**src/rtl/buflen_pkg.sv**
```systemverilog
package buflen_pkg;

  // Direction chosen by the slew stage for one audio sample
  typedef enum logic [1:0] {
    SLEW_HOLD = 2'd0,
    SLEW_UP   = 2'd1,
    SLEW_DOWN = 2'd2
  } slew_dir_e;

endpackage

```
**src/rtl/buflen_rst_sync.sv**
```systemverilog
module buflen_rst_sync #(
  parameter int STAGES = 2
) (
  input  logic clk,
  input  logic rst_n,
  output logic rst_sync_n
);

  logic [STAGES-1:0] sync_q;

  always_ff @(posedge clk or negedge rst_n) begin
    if (!rst_n) sync_q <= '0;
    else        sync_q <= {sync_q[STAGES-2:0], 1'b1};
  end

  assign rst_sync_n = sync_q[STAGES-1];

endmodule

```
**src/rtl/buflen_accum.sv**
```systemverilog
module buflen_accum #(
  parameter int ADC_W     = 10,
  parameter int BLK_LOG2  = 8,
  localparam int ACC_W    = ADC_W + BLK_LOG2
) (
  input  logic             clk,
  input  logic             rst_n,
  input  logic             adc_valid_i,
  input  logic [ADC_W-1:0] adc_data_i,
  output logic             blk_done_o,
  output logic [ACC_W-1:0] blk_sum_o
);

  localparam logic [BLK_LOG2-1:0] CNT_LAST = {BLK_LOG2{1'b1}};

  logic [ACC_W-1:0]    acc_q, acc_n;
  logic [BLK_LOG2-1:0] cnt_q, cnt_n;
  logic                done_q, done_n;
  logic [ACC_W-1:0]    sum_q, sum_n;
  logic [ACC_W-1:0]    acc_plus;
  logic                acc_en, sum_en;

  assign acc_plus = acc_q + ACC_W'(adc_data_i);

  always_comb begin
    acc_en = adc_valid_i;
    acc_n  = acc_q;
    cnt_n  = cnt_q;
    done_n = 1'b0;
    sum_n  = sum_q;
    sum_en = 1'b0;
    if (adc_valid_i) begin
      if (cnt_q == CNT_LAST) begin
        acc_n  = '0;
        cnt_n  = '0;
        done_n = 1'b1;
        sum_n  = acc_plus;
        sum_en = 1'b1;
      end else begin
        acc_n  = acc_plus;
        cnt_n  = cnt_q + 1'b1;
      end
    end
  end

  always_ff @(posedge clk or negedge rst_n) begin
    if (!rst_n) begin
      acc_q <= '0;
      cnt_q <= '0;
    end else if (acc_en) begin
      acc_q <= acc_n;
      cnt_q <= cnt_n;
    end
  end

  always_ff @(posedge clk or negedge rst_n) begin
    if (!rst_n)      sum_q <= '0;
    else if (sum_en) sum_q <= sum_n;
  end

  always_ff @(posedge clk or negedge rst_n) begin
    if (!rst_n) done_q <= 1'b0;
    else        done_q <= done_n;
  end

  assign blk_done_o = done_q;
  assign blk_sum_o  = sum_q;

  AST_CNT_HOLD: assert property (@(posedge clk) disable iff (!rst_n)
    !adc_valid_i |=> $stable(cnt_q));
  AST_DONE_NEEDS_READING: assert property (@(posedge clk) disable iff (!rst_n)
    done_q |-> $past(adc_valid_i));
  AST_BLOCK_RESTART: assert property (@(posedge clk) disable iff (!rst_n)
    done_q |-> (acc_q == '0 && cnt_q == '0));

endmodule

```
**src/rtl/buflen_target.sv**
```systemverilog
module buflen_target #(
  parameter int              ACC_W     = 18,
  parameter int              LEN_W     = 16,
  parameter logic [LEN_W-1:0] MIN_LEN  = 16'h0200,
  parameter logic [LEN_W-1:0] DEADBAND = 16'h0040,
  parameter logic [LEN_W-1:0] INIT_LEN = 16'h0600,
  localparam int             SHIFT     = ACC_W - LEN_W
) (
  input  logic             clk,
  input  logic             rst_n,
  input  logic             blk_done_i,
  input  logic [ACC_W-1:0] blk_sum_i,
  output logic [LEN_W-1:0] target_o
);

  logic [LEN_W-1:0] target_q, target_n;
  logic [LEN_W-1:0] scaled, clamped, abs_diff;
  logic             tgt_en;

  assign scaled  = blk_sum_i[SHIFT +: LEN_W];
  assign clamped = (scaled < MIN_LEN) ? MIN_LEN : scaled;

  always_comb begin
    abs_diff = (clamped >= target_q) ? (clamped - target_q) : (target_q - clamped);
    tgt_en   = blk_done_i && (abs_diff >= DEADBAND);
    target_n = {clamped[LEN_W-1:1], 1'b0};
  end

  always_ff @(posedge clk or negedge rst_n) begin
    if (!rst_n)      target_q <= INIT_LEN;
    else if (tgt_en) target_q <= target_n;
  end

  assign target_o = target_q;

  AST_TGT_EVEN: assert property (@(posedge clk) disable iff (!rst_n)
    target_q[0] == 1'b0);
  AST_TGT_FLOOR: assert property (@(posedge clk) disable iff (!rst_n)
    target_q >= MIN_LEN);
  AST_TGT_ONLY_AFTER_BLOCK: assert property (@(posedge clk) disable iff (!rst_n)
    !blk_done_i |=> $stable(target_q));
  AST_TGT_MOVE_CLEARS_BAND: assert property (@(posedge clk) disable iff (!rst_n)
    (target_q != $past(target_q)) |->
      (((target_q > $past(target_q)) ? (target_q - $past(target_q))
                                     : ($past(target_q) - target_q)) >= DEADBAND));

endmodule

```
**src/rtl/buflen_slew.sv**
```systemverilog
module buflen_slew #(
  parameter int               LEN_W    = 16,
  parameter int               STEP     = 2,
  parameter logic [LEN_W-1:0] INIT_LEN = 16'h0600,
  localparam logic [LEN_W-1:0] STEP_V  = LEN_W'(STEP)
) (
  input  logic             clk,
  input  logic             rst_n,
  input  logic             sample_i,
  input  logic [LEN_W-1:0] target_i,
  output logic [LEN_W-1:0] active_o
);

  import buflen_pkg::*;

  logic [LEN_W-1:0] active_q, active_n;
  slew_dir_e        dir;
  logic             act_en;

  always_comb begin
    if (active_q < target_i)      dir = SLEW_UP;
    else if (active_q > target_i) dir = SLEW_DOWN;
    else                          dir = SLEW_HOLD;
  end

  always_comb begin
    act_en = sample_i && (dir != SLEW_HOLD);
    unique case (dir)
      SLEW_UP:   active_n = active_q + STEP_V;
      SLEW_DOWN: active_n = active_q - STEP_V;
      default:   active_n = active_q;
    endcase
  end

  always_ff @(posedge clk or negedge rst_n) begin
    if (!rst_n)      active_q <= INIT_LEN;
    else if (act_en) active_q <= active_n;
  end

  assign active_o = active_q;

  AST_ACT_IDLE: assert property (@(posedge clk) disable iff (!rst_n)
    !sample_i |=> $stable(active_q));
  AST_ACT_RISE: assert property (@(posedge clk) disable iff (!rst_n)
    (sample_i && active_q < target_i) |=> (active_q == $past(active_q) + STEP_V));
  AST_ACT_FALL: assert property (@(posedge clk) disable iff (!rst_n)
    (sample_i && active_q > target_i) |=> (active_q == $past(active_q) - STEP_V));
  AST_ACT_MEET: assert property (@(posedge clk) disable iff (!rst_n)
    (active_q == target_i) |=> $stable(active_q));

endmodule

```
**src/rtl/buflen_ctrl.sv**
```systemverilog
module buflen_ctrl #(
  parameter int               ADC_W    = 10,
  parameter int               BLK_LOG2 = 8,
  parameter int               LEN_W    = 16,
  parameter int               STEP     = 2,
  parameter logic [LEN_W-1:0] MIN_LEN  = 16'h0200,
  parameter logic [LEN_W-1:0] DEADBAND = 16'h0040,
  parameter logic [LEN_W-1:0] INIT_LEN = 16'h0600,
  localparam int              ACC_W    = ADC_W + BLK_LOG2
) (
  input  logic             clk,
  input  logic             rst_n,
  input  logic             adc_valid_i,
  input  logic [ADC_W-1:0] adc_data_i,
  input  logic             sample_i,
  output logic [LEN_W-1:0] target_len_o,
  output logic [LEN_W-1:0] active_len_o
);

  logic             rst_sync_n;
  logic             blk_done;
  logic [ACC_W-1:0] blk_sum;
  logic [LEN_W-1:0] target_len;

  buflen_rst_sync #(.STAGES(2)) i_rst_sync (
    .clk        (clk),
    .rst_n      (rst_n),
    .rst_sync_n (rst_sync_n)
  );

  buflen_accum #(.ADC_W(ADC_W), .BLK_LOG2(BLK_LOG2)) i_accum (
    .clk         (clk),
    .rst_n       (rst_sync_n),
    .adc_valid_i (adc_valid_i),
    .adc_data_i  (adc_data_i),
    .blk_done_o  (blk_done),
    .blk_sum_o   (blk_sum)
  );

  buflen_target #(
    .ACC_W(ACC_W), .LEN_W(LEN_W), .MIN_LEN(MIN_LEN),
    .DEADBAND(DEADBAND), .INIT_LEN(INIT_LEN)
  ) i_target (
    .clk        (clk),
    .rst_n      (rst_sync_n),
    .blk_done_i (blk_done),
    .blk_sum_i  (blk_sum),
    .target_o   (target_len)
  );

  buflen_slew #(.LEN_W(LEN_W), .STEP(STEP), .INIT_LEN(INIT_LEN)) i_slew (
    .clk      (clk),
    .rst_n    (rst_sync_n),
    .sample_i (sample_i),
    .target_i (target_len),
    .active_o (active_len_o)
  );

  assign target_len_o = target_len;

endmodule

```
**config.mk**
```make
export PLATFORM = sky130hd
export DESIGN_NAME = buflen_ctrl
export DESIGN_NICKNAME = d
export VERILOG_FILES = /design/src/rtl/buflen_pkg.sv /design/src/rtl/buflen_rst_sync.sv /design/src/rtl/buflen_accum.sv /design/src/rtl/buflen_target.sv /design/src/rtl/buflen_slew.sv /design/src/rtl/buflen_ctrl.sv
export SDC_FILE = /design/constraint.sdc
export NUM_CORES = 1
export LEC_CHECK = 0
export ABC_AREA = 1
export BUFFER_PORTS_ARGS = -buffer_cell sky130_fd_sc_hd__buf_2
export CORE_ASPECT_RATIO = 0.9
export CORE_MARGIN = 1
export CORE_UTILIZATION = 30
export DETAILED_ROUTE_END_ITERATION = 16
export SLEW_MARGIN = 40
export SYNTH_ARGS = -nofsm -noshare
export SYNTH_HDL_FRONTEND = slang
export SYNTH_SLANG_ARGS = --single-unit
```
**constraint.sdc**
```tcl
create_clock -name clk -period 2.4 [get_ports clk]
set_input_delay 0.12 -clock clk [delete_from_list [all_inputs] [get_ports clk]]
set_output_delay 0.12 -clock clk [all_outputs]
set_load 0.02 [all_outputs]
```
**After elaboration in Yosys (flattened, before gate mapping)**

Cells that the tools add are included.

- $add $sub $neg: 6
- Order comparisons: 5
- Equality and inequality tests: 3
- Mux-type cells: 9
- Reductions and logical operators: 6

Operators by type and width:

| cell | number |
|---|---|
| $mux 16 | 2 |
| $pmux 16 s2 | 1 |
| $sub 16x16->16 | 2 |
| $add 18x10->18 | 1 |
| $mux 18 | 1 |
| $add 16x2->16 const B | 1 |
| $ge 16x16->1 | 1 |
| $ge 16x7->1 const B | 1 |
| $gt 16x16->1 | 1 |
| $lt 16x10->1 const B | 1 |
| $lt 16x16->1 | 1 |
| $sub 16x2->16 const B | 1 |
| $add 8x1->8 const B | 1 |
| $eq 8x8->1 const B | 1 |
| $mux 8 | 1 |
| $mux 2 | 2 |
| $reduce_bool 2->1 | 2 |
| $reduce_and 3->1 | 1 |
| $eq 2x1->1 const B | 1 |
| $eq 2x2->1 const B | 1 |
| $logic_and 1x1->1 | 2 |
| $mux 1 | 2 |
| $reduce_and 2->1 | 1 |

- Register bits after elaboration: 78
- Input bits: 14
- Output and inout bits: 32
- Logic and storage cells: 36

**Depth between registers and ports, before layout**

- Word-level depth: 6
- Gate-level depth with buffers: 27
- Depth with buffers taken out: 26

**By module**

Synthesis repeated with hierarchy kept, for this count alone.

- Cells, all modules: 1003
- Area total of the unflattened synthesis: 6801.5 um^2

By module, submodules not included:

| module | times used | cells each | area each (um^2) | sequential area each (um^2) |
|---|---|---|---|---|
| buflen_accum | 1 | 326 | 2567.5 | 1126.1 |
| buflen_target | 1 | 425 | 2421.1 | 377.9 |
| buflen_slew | 1 | 249 | 1759.2 | 377.9 |
| buflen_rst_sync | 1 | 3 | 53.8 | 50.0 |

**Worst setup path after synthesis**

Ideal clock, no wire load.

- Kind: reg2reg
- Start point: reg i_target.target_q[3] (netlist: i_target.target_o[3])
- End point: reg i_slew.active_q[15] (netlist: i_slew.active_o[15])
- Setup time: 131 ps
- Data arrival time: 3737 ps
- Data required time: 2269 ps
- Path slack: -1468 ps
- Cell stages (with the launch flop): 18
- Buffers on the path: 0
- Period minus slack after synthesis: 3868 ps
- Cells stage by stage: dfrtp_1 -> inv_1 -> ha_1 -> nand2_1 -> o21ai_1 -> nand4_1 -> o211ai_1 -> nand3_1 -> a21oi_1 -> ha_1 -> a21o_1 -> a31oi_1 -> o21ai_0 -> a21boi_0 -> o21ai_0 -> o21ai_0 -> a21oi_1 -> xor2_1

- Longest elaborated chain between the ends: 6
- Elaborated cells between the ends (all ways): 11
- Those cells by class: 2 x order compare; 2 x eq/ne; 3 x mux; 4 x reduce/logical

RTL lines:

| element | line | RTL |
|---|---|---|
| start, declared | buflen_target.sv:16 | `logic [LEN_W-1:0] target_q, target_n;` |
| start signal, assigned | buflen_target.sv:31 | `else if (tgt_en) target_q <= target_n;` |
| $gt 16x16->1 | buflen_slew.sv:22 | `else if (active_q > target_i) dir = SLEW_DOWN;` |
| $mux 2 | buflen_slew.sv:22 |  |
| $mux 2 * | buflen_slew.sv:21 | `if (active_q < target_i) dir = SLEW_UP;` |
| $eq 2x1->1, or another cell as far along | buflen_slew.sv:28 | `unique case (dir)` |
| $reduce_bool 2->1 (no source line) / $logic_and 1x1->1 (equally long branches) | n/a |  |
| $reduce_and 2->1 (no source line) | n/a |  |
| end signal, assigned | buflen_slew.sv:37 | `else if (act_en) active_q <= active_n;` |
| end, declared | buflen_slew.sv:16 | `logic [LEN_W-1:0] active_q, active_n;` |

Every way passes the cells marked *; elsewhere a longest branch is shown, timed or not.
A chain may end at the register's enable or synchronous reset.

**Worst setup path in the final report**

- Start point: reg i_accum.sum_q[13] (netlist: i_accum.blk_sum_o[13])
- End point: reg i_target.target_q[4] (netlist: i_target.target_o[4])

- Longest elaborated chain between the ends: 6
- Elaborated cells between the ends (all ways): 8
- Those cells by class: 2 x add/sub; 3 x order compare; 2 x mux; 1 x reduce/logical

RTL lines:

| element | line | RTL |
|---|---|---|
| start, declared | buflen_accum.sv:19 | `logic [ACC_W-1:0] sum_q, sum_n;` |
| start signal, assigned | buflen_accum.sv:58 | `else if (sum_en) sum_q <= sum_n;` |
| $lt 16x10->1 * | buflen_target.sv:21 | `assign clamped = (scaled < MIN_LEN) ? MIN_LEN : scaled;` |
| $mux 16 * | buflen_target.sv:21 |  |
| via i_target.clamped[6] | buflen_target.sv:17 | `logic [LEN_W-1:0] scaled, clamped, abs_diff;` |
| $sub 16x16->16 / $ge 16x16->1 (equally long branches) | buflen_target.sv:24 | `abs_diff = (clamped >= target_q) ? (clamped - target_q) : (target_q - clamped);` |
| $mux 16 * | buflen_target.sv:24 |  |
| $ge 16x7->1 * | buflen_target.sv:25 | `tgt_en = blk_done_i && (abs_diff >= DEADBAND);` |
| $logic_and 1x1->1 * | buflen_target.sv:25 |  |

The timed path passes the listed nets; every way through them passes the cells marked *.

==> impl_metrics.py <==
metrics = {
    "run_status": {
        "outcome": "complete, but fails checks",
        "failed_checks": "setup timing",
    },
    "worst_setup_path": {
        "critical_path_class": "flip-flop to flip-flop",
        "startpoint": "i_accum.blk_sum_o[13]",
        "rr_endpoint": "i_target.target_o[4]",
        "cp.arrival_ns": 3.45,
        "r2r_slack_ns": -0.76,
        "cp-start-kind": "flip-flop",
        "required_ns": 2.68,
        "regToRegStartpoint": "i_accum.blk_sum_o[13]",
        "crit_end": "i_target.target_o[4]",
        "worstRegToRegCells": 23,
        "crit_fanout": 8,
        "endpoint_kind": "flip-flop",
    },
    "clocking": {
        "htreeDepth": 3,
        "cts_root_buffer": "clkbuf_16",
        "cts_max_path_buffers": 2,
        "path_clk_slew_ns": 0.06,
        "clock_latency_ns": 0.35,
        "cts_tree": "built",
        "cts_buffers": 9,
        "clkSinkCount": 75,
    },
    "timing": {
        "final.min_clock_period_ns": 3.16,
        "slew_violations": 0,
        "finalHoldViolCount": 0,
        "skew_ns": 0.00962,
        "grt_setup_unrepaired": "yes",
        "timing.fmax_ghz": 0.316,
        "period_share_pct": 132,
        "slew-limit-headroom_pct": 49.4,
        "fin_ws_ns": -0.764,
        "worst_pin_slew_ns": 0.759,
        "setup_viol": 28,
    },
    "yosys": {
        "syn_area_per_cell_sq_um": 7.12,
        "synth-edff-count": 0,
        "synth_area_sq_um": 6100,
        "postSynthCellCount": 856,
        "yosysWarnings": 0,
        "yosysTopAreaCellShare_pct": 29.1,
        "ys_seq_area_share_pct": 30.9,
        "synthFlopType": "dfrtp_1",
        "ys_top_cells_by_area": "dfrtp_1 29%, nand2_1 16%, ha_1 14%",
        "ys_seq_elements": 75,
        "netlist-cell-type-count": 46,
        "synthArstFlopShare_pct": 100,
        "yosys.area.top_type": "dfrtp_1",
    },
    "global_routing": {
        "grt_first_pass_wirelength_microns": 30300,
        "grtUsageMet2_pct": 30.1,
        "grt.busiest_layer": "met2",
        "grt_usage_pct": 18.2,
        "antenna_found_initial": 0,
        "gr-usage-met1_pct": 23.8,
        "met3_usage_pct": 3.24,
        "globalRouteOverflowTotal": 0,
        "grt_pass1_vias": 6263,
        "grt_max_degree": 46,
    },
    "layout": {
        "layout_common_cells": "216 x nand2_1, 202 x buf_4, 94 x inv_1",
        "fillers": 1795,
        "multi_input_area_sq_um": 4680,
        "regArea_sq_um": 1890,
        "finalNetCount": 1199,
        "utilization_pct": 48.5,
        "num_antenna_cells": 0,
        "layout.cells.most_common": "nand2_1",
        "layout-drive-gt1-share_pct": 42.6,
        "syn_to_final_growth_pct": 58.4,
        "stdcell_area_sq_um": 9660,
    },
    "job": {
        "max-cap-violations": 0,
    },
    "die": {
        "die-area_sq_um": 20900,
        "rows": 49,
        "chipWidth_microns": 152,
        "dieHeight_microns": 137,
        "initial_utilization_pct": 30.6,
        "io_pins": 46,
        "core-area_sq_um": 19900,
    },
    "power": {
        "leakage_uw": 0.00481,
        "ir_drop_mv": 1.12,
        "power_density_nw_per_um2": 1500,
    },
    "detailed_routing": {
        "first_iter_violations": 285,
        "wirelength_microns": 19400,
        "detailroute.via_count": 6477,
        "dr.pass1.iters": 5,
        "ant_nets": 0,
        "drc_errors": 0,
        "avgRoutedWirePerCell_microns": 14.1,
        "routed_via_density": 4.71,
    },
    "worst_hold_path": {
        "min_path_type": "input pin to asynchronous set/reset pin",
    },
    "placed_design": {
        "port_buffers": 43,
        "gp_congestion": 0.975,
        "post-dp-hpwl_microns": 13900,
        "placed_area_sq_um": 8030,
    },
}
[repair_timing]
item / in CTS / in global routing
endpoints found under the hold margin: 2 / 0
gates cloned: 5 / 0
buffers inserted: 23 / 18
gates resized for setup: 163 / 74
pin swaps: 41 / 48
hold buffers: 1 / 0
setup endpoints to repair: 34 / 44
[cell type report]
type / count / share of cell area [%]
clock buffers: 9 / 2.33
clock inverters: 7 / 0.842
inverters: 118 / 4.74
multi-input cells: 647 / 48.5
flip-flops and latches: 75 / 19.6
well taps: 255 / 3.30
repair buffers: 264 / 20.7
[sequential cells by signal (all words and copies together) (netlist names)]
name,cells
i_accum.acc_q,18
i_accum.blk_sum_o,16
i_accum.blk_done_o,1
i_rst_sync.sync_q,2
i_target.target_o,15
i_accum.cnt_q,8
i_slew.active_o,15
[cells in the mapped netlist (4+ instances only)]
| cell type | instances |
|---|---|
| a31oi_1 | 5 |
| nor3_1 | 9 |
| xor2_1 | 27 |
| o21ai_0 | 64 |
| nand3_1 | 44 |
| a21oi_1 | 60 |
| nor2_1 | 41 |
| nand2_1 | 256 |
| clkbuf_1 | 14 |
| dfrtp_1 | 71 |
| inv_1 | 116 |
| nand4_1 | 9 |
| o211ai_1 | 4 |
| dfstp_2 | 4 |
| xnor2_1 | 6 |
| ha_1 | 68 |
| o21a_1 | 4 |
| nor2_4 | 4 |
| a22o_1 | 5 |
[logic make-up after synthesis]
family	share of synthesized area, %
fa+ha+maj	14.6
xor+xnor	4.74
flops	30.9
compound gates	14.6
simple gates	26.0
other cells	0.123
buf+inv	9.03
[routing by layer]
layer | wire length [microns] | part of all wire, % | vias to the layer above
li1 | - | - | 3302
met5 | 0 | 0 | -
met3 | 911 | 4.7 | 34
met1 | 8980 | 46 | 3002
met2 | 9000 | 46 | 139
met4 | 469 | 2.4 | 0
[power breakdown]
part | switching (uW) | total [uW] | internal (uW)
registers | 327 | 2030 | 1710
logic | 5540 | 11000 | 5470
clock network | 598 | 1420 | 822
[worst max-delay path: stages, from the launching register on]
cell and delay (ns):
dfrtp_1 0.38, nor2_1 0.10, nand2_1 0.10, nor2_4 0.19, inv_6 0.10, nand2_4 0.07
inv_2 0.05, ha_4 0.28, buf_4 0.14, nand2_2 0.08, nor2_1 0.10, nand2_1 0.08
nand3_2 0.11, nand2_1 0.05, nand2_1 0.07, xor2_1 0.21, nand2_1 0.10, nand2_1 0.07
nand2_1 0.09, a21oi_4 0.19, nand3_4 0.19, nand2_8 0.18, nand2_2 0.06, nand2_1 0.06
[worst min path at each step]
stage	startpoint	to	cells past startpoint
floorplan	rst_n	i_rst_sync.sync_q[0]	0
global placement	rst_n	i_rst_sync.sync_q[0]	1
detailed placement	rst_n	i_rst_sync.sync_q[0]	1
CTS	rst_n	i_rst_sync.sync_q[1]	2
global route	rst_n	i_rst_sync.sync_q[1]	2
finish	rst_n	i_rst_sync.sync_q[1]	2
[stage by stage]
| step | cells | setup slack [ns] | power, uW | hold slack (ns) | TNS [ns] |
|---|---|---|---|---|---|
| 2_1_floorplan | 857 | -0.805 | 6620 | -0.176 | -14.24 |
| 3_3_place_gp | 1321 | -0.999 | 9680 | -0.0938 | -21.91 |
| 3_5_place_dp | 1321 | -1.03 | 9770 | -0.0922 | -23.29 |
| 4_1_cts | 1364 | -0.710 | 13000 | 0.0716 | -16.69 |
| 5_1_grt | 1375 | -0.939 | 15600 | 0.0863 | -22.01 |
| 6_report | 1375 | -0.764 | 14500 | 0.0763 | -17.60 |
No activity file was read; power rests on OpenSTA's default activity.
